--- config.mk ---
export PLATFORM = sky130hd
export DESIGN_NAME = uart_irq
export DESIGN_NICKNAME = d
export VERILOG_FILES = /design/src/rtl/uart_irq_pkg.sv /design/src/rtl/uart_irq_ctrl.sv /design/src/rtl/uart_irq_core.sv /design/src/rtl/uart_irq_pin.sv /design/src/rtl/uart_irq.sv
export SDC_FILE = /design/constraint.sdc
export NUM_CORES = 1
export LEC_CHECK = 0
export BUFFER_PORTS_ARGS = -buffer_cell sky130_fd_sc_hd__buf_4
export CELL_PAD_IN_SITES_DETAIL_PLACEMENT = 1
export CELL_PAD_IN_SITES_GLOBAL_PLACEMENT = 2
export CORE_MARGIN = 5
export CORE_UTILIZATION = 23
export CTS_CLUSTER_SIZE = 28
export DETAILED_ROUTE_END_ITERATION = 8
export PLACE_DENSITY = 0.79
export REMOVE_ABC_BUFFERS = 1
export SLEW_MARGIN = 40
export SYNTH_ARGS = -nofsm -noshare
export SYNTH_HDL_FRONTEND = slang
export SYNTH_SLANG_ARGS = --single-unit
--- constraint.sdc ---
create_clock -name clk -period 4 [get_ports clk]
set_clock_uncertainty 0.15 [all_clocks]
set_input_delay 0.8 -clock clk [delete_from_list [all_inputs] [get_ports clk]]
set_output_delay 0.8 -clock clk [all_outputs]
set_load 0.02 [all_outputs]
--- src/rtl/uart_irq_pkg.sv ---
`timescale 1ns/1ps
package uart_irq_pkg;
  localparam int ADDR_W = 3;
  localparam int DATA_W = 8;
  localparam int EN_W   = 4;

  // register addresses used by the controller
  localparam logic [ADDR_W-1:0] A_TXHOLD = 3'd0;
  localparam logic [ADDR_W-1:0] A_ENABLE = 3'd1;
  localparam logic [ADDR_W-1:0] A_IDENT  = 3'd2;
  localparam logic [ADDR_W-1:0] A_MODEMC = 3'd4;
  localparam logic [ADDR_W-1:0] A_LINEST = 3'd5;
  localparam logic [ADDR_W-1:0] A_MODEMS = 3'd6;

  // enable bit positions
  localparam int EN_RX    = 0;
  localparam int EN_TX    = 1;
  localparam int EN_LINE  = 2;
  localparam int EN_MODEM = 3;

  // latched source slots
  localparam int SLOT_LINE  = 0;
  localparam int SLOT_TX    = 1;
  localparam int SLOT_MODEM = 2;
  localparam int N_SLOTS    = 3;

  localparam int PIN_EN_BIT = 3;

  typedef enum logic [3:0] {
    ID_MODEM = 4'h0,
    ID_NONE  = 4'h1,
    ID_TXE   = 4'h2,
    ID_RXD   = 4'h4,
    ID_LINE  = 4'h6,
    ID_RXTO  = 4'hC
  } idCodeE;

  typedef struct packed {
    logic txHoldWr;
    logic identRd;
    logic lineStRd;
    logic modemStRd;
  } hostStrobeT;
endpackage

--- src/rtl/uart_irq_ctrl.sv ---
`timescale 1ns/1ps
module uart_irq_ctrl
  import uart_irq_pkg::*;
#(
  parameter int AddrW = ADDR_W,
  parameter int DataW = DATA_W,
  parameter int EnW   = EN_W
) (
  input  logic             clk,
  input  logic             rstN,
  input  logic             wrEn,
  input  logic             rdEn,
  input  logic [AddrW-1:0] regAddr,
  input  logic [DataW-1:0] wrData,
  output hostStrobeT       strb,
  output logic [EnW-1:0]   enBits,
  output logic             fifoOn,
  output logic             pinEnable
);
  logic enWr, fifoWr, modemCtlWr;

  always_comb begin
    strb.txHoldWr  = wrEn && (regAddr == A_TXHOLD);
    strb.identRd   = rdEn && (regAddr == A_IDENT);
    strb.lineStRd  = rdEn && (regAddr == A_LINEST);
    strb.modemStRd = rdEn && (regAddr == A_MODEMS);
    enWr           = wrEn && (regAddr == A_ENABLE);
    fifoWr         = wrEn && (regAddr == A_IDENT);
    modemCtlWr     = wrEn && (regAddr == A_MODEMC);
  end

  always_ff @(posedge clk or negedge rstN) begin
    if (!rstN) begin
      enBits    <= '0;
      fifoOn    <= 1'b0;
      pinEnable <= 1'b0;
    end else begin
      if (enWr)       enBits    <= wrData[EnW-1:0];
      if (fifoWr)     fifoOn    <= wrData[0];
      if (modemCtlWr) pinEnable <= wrData[PIN_EN_BIT];
    end
  end


  enable_load_chk: assert property (@(posedge clk) disable iff (!rstN)
    enWr |=> enBits == $past(wrData[EnW-1:0]));

  fifo_load_chk: assert property (@(posedge clk) disable iff (!rstN)
    fifoWr |=> fifoOn == $past(wrData[0]));
endmodule

--- src/rtl/uart_irq_core.sv ---
`timescale 1ns/1ps
module uart_irq_core
  import uart_irq_pkg::*;
#(
  parameter int EnW   = EN_W,
  parameter int DataW = DATA_W,
  parameter int Slots = N_SLOTS
) (
  input  logic             clk,
  input  logic             rstN,
  input  hostStrobeT       strb,
  input  logic [EnW-1:0]   enBits,
  input  logic             fifoOn,
  input  logic             lineEvt,
  input  logic             rxAvail,
  input  logic             rxTimeout,
  input  logic             txEmptyEvt,
  input  logic             txFillTrig,
  input  logic             modemEvt,
  output logic [DataW-1:0] isrOut,
  output logic             irqActive
);
  logic [Slots-1:0] pendQ, setVec, clrVec;
  idCodeE curId;

  always_comb begin
    setVec             = '0;
    setVec[SLOT_LINE]  = lineEvt;
    setVec[SLOT_TX]    = txEmptyEvt;
    setVec[SLOT_MODEM] = modemEvt;
    clrVec             = '0;
    clrVec[SLOT_LINE]  = strb.lineStRd;
    clrVec[SLOT_MODEM] = strb.modemStRd;
    clrVec[SLOT_TX]    = (strb.identRd && curId == ID_TXE)
                       || (strb.txHoldWr && !fifoOn)
                       || (txFillTrig && fifoOn);
  end

  // one sticky flag per latched source; a new event outranks its clear
  for (genvar s = 0; s < Slots; s++) begin : g_slot
    always_ff @(posedge clk or negedge rstN) begin
      if (!rstN)          pendQ[s] <= 1'b0;
      else if (setVec[s]) pendQ[s] <= 1'b1;
      else if (clrVec[s]) pendQ[s] <= 1'b0;
    end
  end

  // priority: later assignments override earlier ones
  always_comb begin
    curId = ID_NONE;
    if (enBits[EN_MODEM] && pendQ[SLOT_MODEM])  curId = ID_MODEM;
    if (enBits[EN_TX] && pendQ[SLOT_TX])        curId = ID_TXE;
    if (enBits[EN_RX] && rxTimeout && fifoOn)   curId = ID_RXTO;
    if (enBits[EN_RX] && rxAvail)               curId = ID_RXD;
    if (enBits[EN_LINE] && pendQ[SLOT_LINE])    curId = ID_LINE;
  end

  always_comb begin
    isrOut      = '0;
    isrOut[3:0] = curId;
    isrOut[DataW-1] = fifoOn;
    isrOut[DataW-2] = fifoOn;
    irqActive   = (curId != ID_NONE);
  end


  line_clear_chk: assert property (@(posedge clk) disable iff (!rstN)
    strb.lineStRd && !lineEvt |=> !pendQ[SLOT_LINE]);

  ident_keeps_line_chk: assert property (@(posedge clk) disable iff (!rstN)
    strb.identRd && pendQ[SLOT_LINE] && !strb.lineStRd |=> pendQ[SLOT_LINE]);

  event_wins_chk: assert property (@(posedge clk) disable iff (!rstN)
    txEmptyEvt |=> pendQ[SLOT_TX]);

  fifo_hold_keep_chk: assert property (@(posedge clk) disable iff (!rstN)
    fifoOn && strb.txHoldWr && pendQ[SLOT_TX] && !strb.identRd && !txFillTrig
    |=> pendQ[SLOT_TX]);

  polled_chk: assert property (@(posedge clk) disable iff (!rstN)
    fifoOn && enBits[3:0] == 4'h0 |-> isrOut == 8'hC1 && !irqActive);

  timeout_fifo_chk: assert property (@(posedge clk) disable iff (!rstN)
    !fifoOn |-> isrOut[3:0] != 4'hC);
endmodule

--- src/rtl/uart_irq_pin.sv ---
`timescale 1ns/1ps
module uart_irq_pin (
  input  logic irqActive,
  input  logic pinEnable,
  input  logic intSelDrive,
  input  logic contMode,
  output logic intOut,
  output logic intOe
);
  always_comb begin
    if (contMode || pinEnable) begin
      intOe  = 1'b1;
      intOut = irqActive;
    end else begin
      intOe  = intSelDrive;
      intOut = 1'b0;
    end
  end
endmodule

--- src/rtl/uart_irq.sv ---
`timescale 1ns/1ps
module uart_irq
  import uart_irq_pkg::*;
(
  input  logic        clk,
  input  logic        rstN,
  input  logic        wrEn,
  input  logic        rdEn,
  input  logic [2:0]  regAddr,
  input  logic [7:0]  wrData,
  input  logic        lineEvt,
  input  logic        rxAvail,
  input  logic        rxTimeout,
  input  logic        txEmptyEvt,
  input  logic        txFillTrig,
  input  logic        modemEvt,
  input  logic        intSelDrive,
  input  logic        contMode,
  output logic [7:0]  isrOut,
  output logic        intOut,
  output logic        intOe
);
  hostStrobeT     strb;
  logic [EN_W-1:0] enBits;
  logic           fifoOn, pinEnable, irqActive;

  uart_irq_ctrl i_ctrl (
    .clk(clk), .rstN(rstN), .wrEn(wrEn), .rdEn(rdEn), .regAddr(regAddr),
    .wrData(wrData), .strb(strb), .enBits(enBits), .fifoOn(fifoOn),
    .pinEnable(pinEnable)
  );

  uart_irq_core i_core (
    .clk(clk), .rstN(rstN), .strb(strb), .enBits(enBits), .fifoOn(fifoOn),
    .lineEvt(lineEvt), .rxAvail(rxAvail), .rxTimeout(rxTimeout),
    .txEmptyEvt(txEmptyEvt), .txFillTrig(txFillTrig), .modemEvt(modemEvt),
    .isrOut(isrOut), .irqActive(irqActive)
  );

  uart_irq_pin i_pin (
    .irqActive(irqActive), .pinEnable(pinEnable), .intSelDrive(intSelDrive),
    .contMode(contMode), .intOut(intOut), .intOe(intOe)
  );


  cont_drive_chk: assert property (@(posedge clk) disable iff (!rstN)
    contMode |-> intOe && (intOut == !isrOut[0]));

  release_chk: assert property (@(posedge clk) disable iff (!rstN)
    !contMode && !pinEnable && !intSelDrive |-> !intOe && !intOut);
endmodule

Yosys cells after proc, flatten, opt, wreduce, memory -nomap -nowiden
Cells that the tools add are included.
{"block": "totals", "mem_bits_rw": 0, "rom_bits": 0, "latch_bits": 0, "mem_count": 0, "input_bits": 23, "out_inout_bits": 10, "regBits": 9}
{"block": "op_classes", "n_eq_ne": 7, "n_div": 0, "n_mul": 0, "reduce_logical": 24, "n_lt_le_gt_ge": 0, "n_shift": 0, "bitwise_logic": 0, "muxes": 13, "add_sub_neg": 0}
{"cell": "$logic_and 1x1->1", "count": 16}
{"cell": "$mux 4", "count": 4}
{"cell": "$eq 3x3->1 const B", "count": 3}
{"cell": "$mux 1", "count": 9}
{"cell": "$reduce_bool 2->1", "count": 3}
{"cell": "$eq 4x2->1 const B", "count": 1}
{"cell": "$ne 4x1->1 const B", "count": 1}
{"cell": "$eq 3x1->1 const B", "count": 1}
{"cell": "$eq 3x2->1 const B", "count": 1}
{"cell": "$logic_not 3->1", "count": 1}
{"cell": "$logic_or 1x1->1", "count": 3}
{"cell": "$logic_not 1->1", "count": 1}

Depth between registers and ports, before layout
{"block": "logic_depth", "ltp_word": 12, "ltp_mapped": 4}

Cells and area by module
Synthesis repeated with hierarchy kept, for this count alone.
{"block": "hier_totals", "hier_cells": 49, "hier_area_um2": 563.0}
{"module": "uart_irq_ctrl", "area_per_inst_um2": 311.5, "instances": 1, "cells_each": 20}
{"module": "uart_irq_core", "area_per_inst_um2": 237.7, "instances": 1, "cells_each": 27}
{"module": "uart_irq_pin", "area_per_inst_um2": 13.8, "instances": 1, "cells_each": 2}

Least setup slack after synthesis
Ideal clock, no wire load.
{"block": "synth_timing", "path_type": "input -> output", "from": "input rxTimeout", "to": "output intOut", "setup_slack_ps": 1467, "t_arrival_ps": 1583, "n_path_buf": 0, "cell_stages": 4, "path_cell_list": "nand3_1 and3_1 and3_1 nor2_1"}
{"block": "synth_via", "elab_chain_len": 7}
{"item": "start: declaration", "line_no": "uart_irq.sv:13", "text": "input logic rxTimeout,"}
{"item": "$logic_and 1x1->1 (2 in series)", "line_no": "uart_irq_core.sv:53", "text": "if (enBits[EN_RX] && rxTimeout && fifoOn) curId = ID_RXTO;"}
{"item": "$mux 4", "line_no": "uart_irq_core.sv:53"}
{"item": "$mux 4", "line_no": "uart_irq_core.sv:54", "text": "if (enBits[EN_RX] && rxAvail) curId = ID_RXD;"}
{"item": "$mux 4", "line_no": "uart_irq_core.sv:55", "text": "if (enBits[EN_LINE] && pendQ[SLOT_LINE]) curId = ID_LINE;"}
{"item": "via isrOut[0]", "line_no": "uart_irq.sv:19", "text": "output logic [7:0] isrOut,"}
{"item": "$ne 4x1->1", "line_no": "uart_irq_core.sv:63", "text": "irqActive = (curId != ID_NONE);"}
{"item": "$mux 1", "line_no": "uart_irq_pin.sv:11", "text": "if (contMode || pinEnable) begin"}
{"item": "end: declaration", "line_no": "uart_irq.sv:20", "text": "output logic intOut,"}
The timed path passes the listed nets, and every way through them passes these cells.

Final worst setup path
{"block": "layout_timing", "from": "input rxTimeout", "to": "output isrOut[1]"}
{"block": "layout_via", "elab_chain_len": 5}
{"item": "$logic_and 1x1->1 (2 in series)", "line_no": "uart_irq_core.sv:53"}
{"item": "$mux 4", "line_no": "uart_irq_core.sv:53"}
{"item": "$mux 4", "line_no": "uart_irq_core.sv:54"}
{"item": "$mux 4", "line_no": "uart_irq_core.sv:55"}
{"item": "end: declaration", "line_no": "uart_irq.sv:19"}
Every way passes these cells.

==> impl_metrics.json <==
{
  "via_per_inst": 4.55,
  "slew_violations": 0,
  "mean_instance_size_in_the_synthesized_netlist_um2": 10.5,
  "critical-path-slowest-cell": "sky130_fd_sc_hd__o21ai_0",
  "post_cts_hold_buffer_count": 0,
  "wire_length_of_the_first_global_routing_pass_um": 2100,
  "fp-row-count": 17,
  "critical_path.most_common_cell": "sky130_fd_sc_hd__buf_4",
  "routabilityCongestion": 0.631,
  "cts-htree-levels": 1,
  "cap_violations": 0,
  "timing_worst_setup_path_type": "input pin to output port",
  "first_global_vias": 487,
  "antenna_violating_nets_post_route": 0,
  "dr_wl_met3_um": 103,
  "final_area_um2": 746,
  "crit_path_cell_trace": "buf_4, and2_1, o21ai_0, a32o_1, buf_4",
  "final-setup-viol-count": 0,
  "clkSinkCount": 9,
  "cp_max_fo": 2,
  "overflow": 0,
  "grt_antenna_before_repair": 0,
  "run_status": "complete, no violations",
  "max_freq_ghz": 0.387,
  "core_um2": 2170,
  "detail_route.wirelength_um": 1350,
  "maximum_number_of_pins_on_one_net_before_global_route_repair": 10,
  "num_io_pins": 33,
  "fin_setup_tns_ns": 0,
  "synthArstFlopShare_pct": 100,
  "cp-start-kind": "input pin",
  "drt_first_iter_violations": 13,
  "synth_cell_types": 23,
  "area_post_placement_um2": 719,
  "post-synth-top-area-cell": "sky130_fd_sc_hd__dfrtp_1",
  "syn-cell-area_um2": 515,
  "post_cts_resize_count": 0,
  "synth-main-ff-cell": "sky130_fd_sc_hd__dfrtp_1",
  "die-width_um": 57.3,
  "postCtsSetupRepairBufs": 0,
  "grt_setup_unrepaired": "false",
  "post_synth_main_area_contributors": "sky130_fd_sc_hd__dfrtp_1 44%, sky130_fd_sc_hd__mux2_2 13%, sky130_fd_sc_hd__buf_4 5.8%",
  "final-hold-violation-count": 0,
  "ir_worst_vdd_uv": 219,
  "synth-seq-area-share_pct": 43.7,
  "fp.dieH_um": 57.3,
  "postSynthRegisterBits": 9,
  "critical_path_required_ns": 3.05,
  "tritoncts": "yes",
  "maxUsedRoutingLayer": "met3",
  "cts_max_path_buffers": 2,
  "area_growth_syn_to_layout_pct": 44.7,
  "route.detailed.drc": 0,
  "final.period_utilization_pct": 64.7,
  "final_critical_path_required_period_ns": 2.59,
  "aggregate_global_route_resource_usage_pct": 8.35,
  "count_of_vias_placed_by_the_detailed_router": 473,
  "synthDominantCellAreaShare_pct": 43.7,
  "total_leakage_power_nw": 0.343,
  "synth_enable_flop_cells": 0,
  "yosys.cell_count.top_type": "sky130_fd_sc_hd__dfrtp_1",
  "routed_wl_per_cell_um": 12.9,
  "met2_wirelength_um": 634,
  "wl_met1_um": 607,
  "clock_latency_ns": 0.25,
  "drt_first_pass_iters": 4,
  "finish.net_count": 100,
  "total_of_buffers_placed_on_input_and_output_ports": 26,
  "antenna_cells": 0,
  "final_layout_size_suffix_gt1_share_pct": 48.7,
  "timing.critical_path.arrival_ns": 1.64,
  "crit_path_end_kind": "output port",
  "dieArea_um2": 3290,
  "clk_pin_slew_ns": 0.06,
  "cts_made_buffers": 3,
  "power_density_nw_per_um2": 398,
  "post_synth_most_frequent_cells": "9 x sky130_fd_sc_hd__dfrtp_1, 6 x sky130_fd_sc_hd__mux2_2, 6 x sky130_fd_sc_hd__nand2_1",
  "start_util_pct": 23.8,
  "hold_path.class": "input pin to async pin",
  "root_buffer": "sky130_fd_sc_hd__clkbuf_4",
  "netlist_instances": 49,
  "synth-warning-count": 0,
  "fin_hold_ws_ns": 0.208,
  "critical_path.max_stage_delay_ns": 0.22
}
[metrics by stage]
step	total power, W	setup slack (ns)	util [%]	instances
floorplan	0.000178	1.45	-	46
global placement	0.000230	1.42	33.2	100
detailed placement	0.000233	1.43	33.2	100
CTS	0.000303	1.42	34.4	104
global route	0.000319	1.40	34.4	104
finish	0.000297	1.41	34.4	104
[cell usage in the layout, fill, tap and decap left out, types with 2 or more instances in the layout]
master	count
sky130_fd_sc_hd__clkbuf_4	3
sky130_fd_sc_hd__dfrtp_1	9
sky130_fd_sc_hd__nand2_1	6
sky130_fd_sc_hd__buf_4	26
sky130_fd_sc_hd__a21o_1	2
sky130_fd_sc_hd__nand4b_1	2
sky130_fd_sc_hd__conb_1	2
sky130_fd_sc_hd__nor2_1	2
sky130_fd_sc_hd__nor3_1	2
sky130_fd_sc_hd__mux2_2	6
sky130_fd_sc_hd__and3_1	2
[area by class of cell]
cell class	count	area, µm²
Fill cell	263	1420
Inverter	1	3.75
Timing Repair Buffer	26	195
Tap cell	28	35.0
Clock buffer	4	26.3
Multi-Input combinational cell	36	260
Sequential cell	9	225
[critical path: cells and delay by family]
| family | cells | cell delay, ns |
|---|---|---|
| and+or+nand+nor | 1 | 0.15 |
| buffers and inverters | 2 | 0.25 |
| AOI/OAI and AO/OA | 2 | 0.43 |
[state kept, by name, indices dropped and copies added (netlist names)]
name	count
i_ctrl.pinEnable	1
i_ctrl.enBits	4
i_core.pendQ	3
i_ctrl.fifoOn	1
[per-layer routing]
| metal | vias to the layer above | track usage (%) |
|---|---|---|
| met5 | - | 0 |
| met4 | 0 | 2.98 |
| met3 | 0 | 3.17 |
| met2 | 16 | 13.7 |
| met1 | 226 | 9.89 |
| li1 | 231 | - |
[cell families (layout without fill, tap and decap cells)]
logic type	Yosys count	after routing	synth area share, %
AND/OR/NAND/NOR	23	23	28.2
buffers and inverters	5	31	6.55
other	1	2	0.727
flip-flops	9	9	43.7
AO/OA/AOI/OAI	5	5	7.77
multiplexers	6	6	13.1
[path summary, 6_finish.rpt]
check | from | to | slack [ns] | depth (start not counted)
setup / recovery | rxTimeout | isrOut[1] | 1.41 | 5
hold / removal | rstN | i_ctrl.fifoOn | 0.21 | 1
setup reg to reg | i_ctrl.fifoOn | i_core.pendQ[1] | 2.56 | 2
hold reg to reg | i_core.pendQ[2] | i_core.pendQ[2] | 0.33 | 1
max in group asynchronous | rstN | i_ctrl.pinEnable | 3.36 | 1
min in group clk | i_core.pendQ[2] | i_core.pendQ[2] | 0.33 | 1
[where the power goes]
part | total, W | internal [W] | switching (W) | leakage, nW
Combinational | 0.000108 | 0.0000554 | 0.0000529 | 0.228
Sequential | 0.000121 | 0.000106 | 0.0000146 | 0.100
Clock | 0.0000672 | 0.0000383 | 0.0000289 | 0.0150
Power figures use the tool's default switching activity.
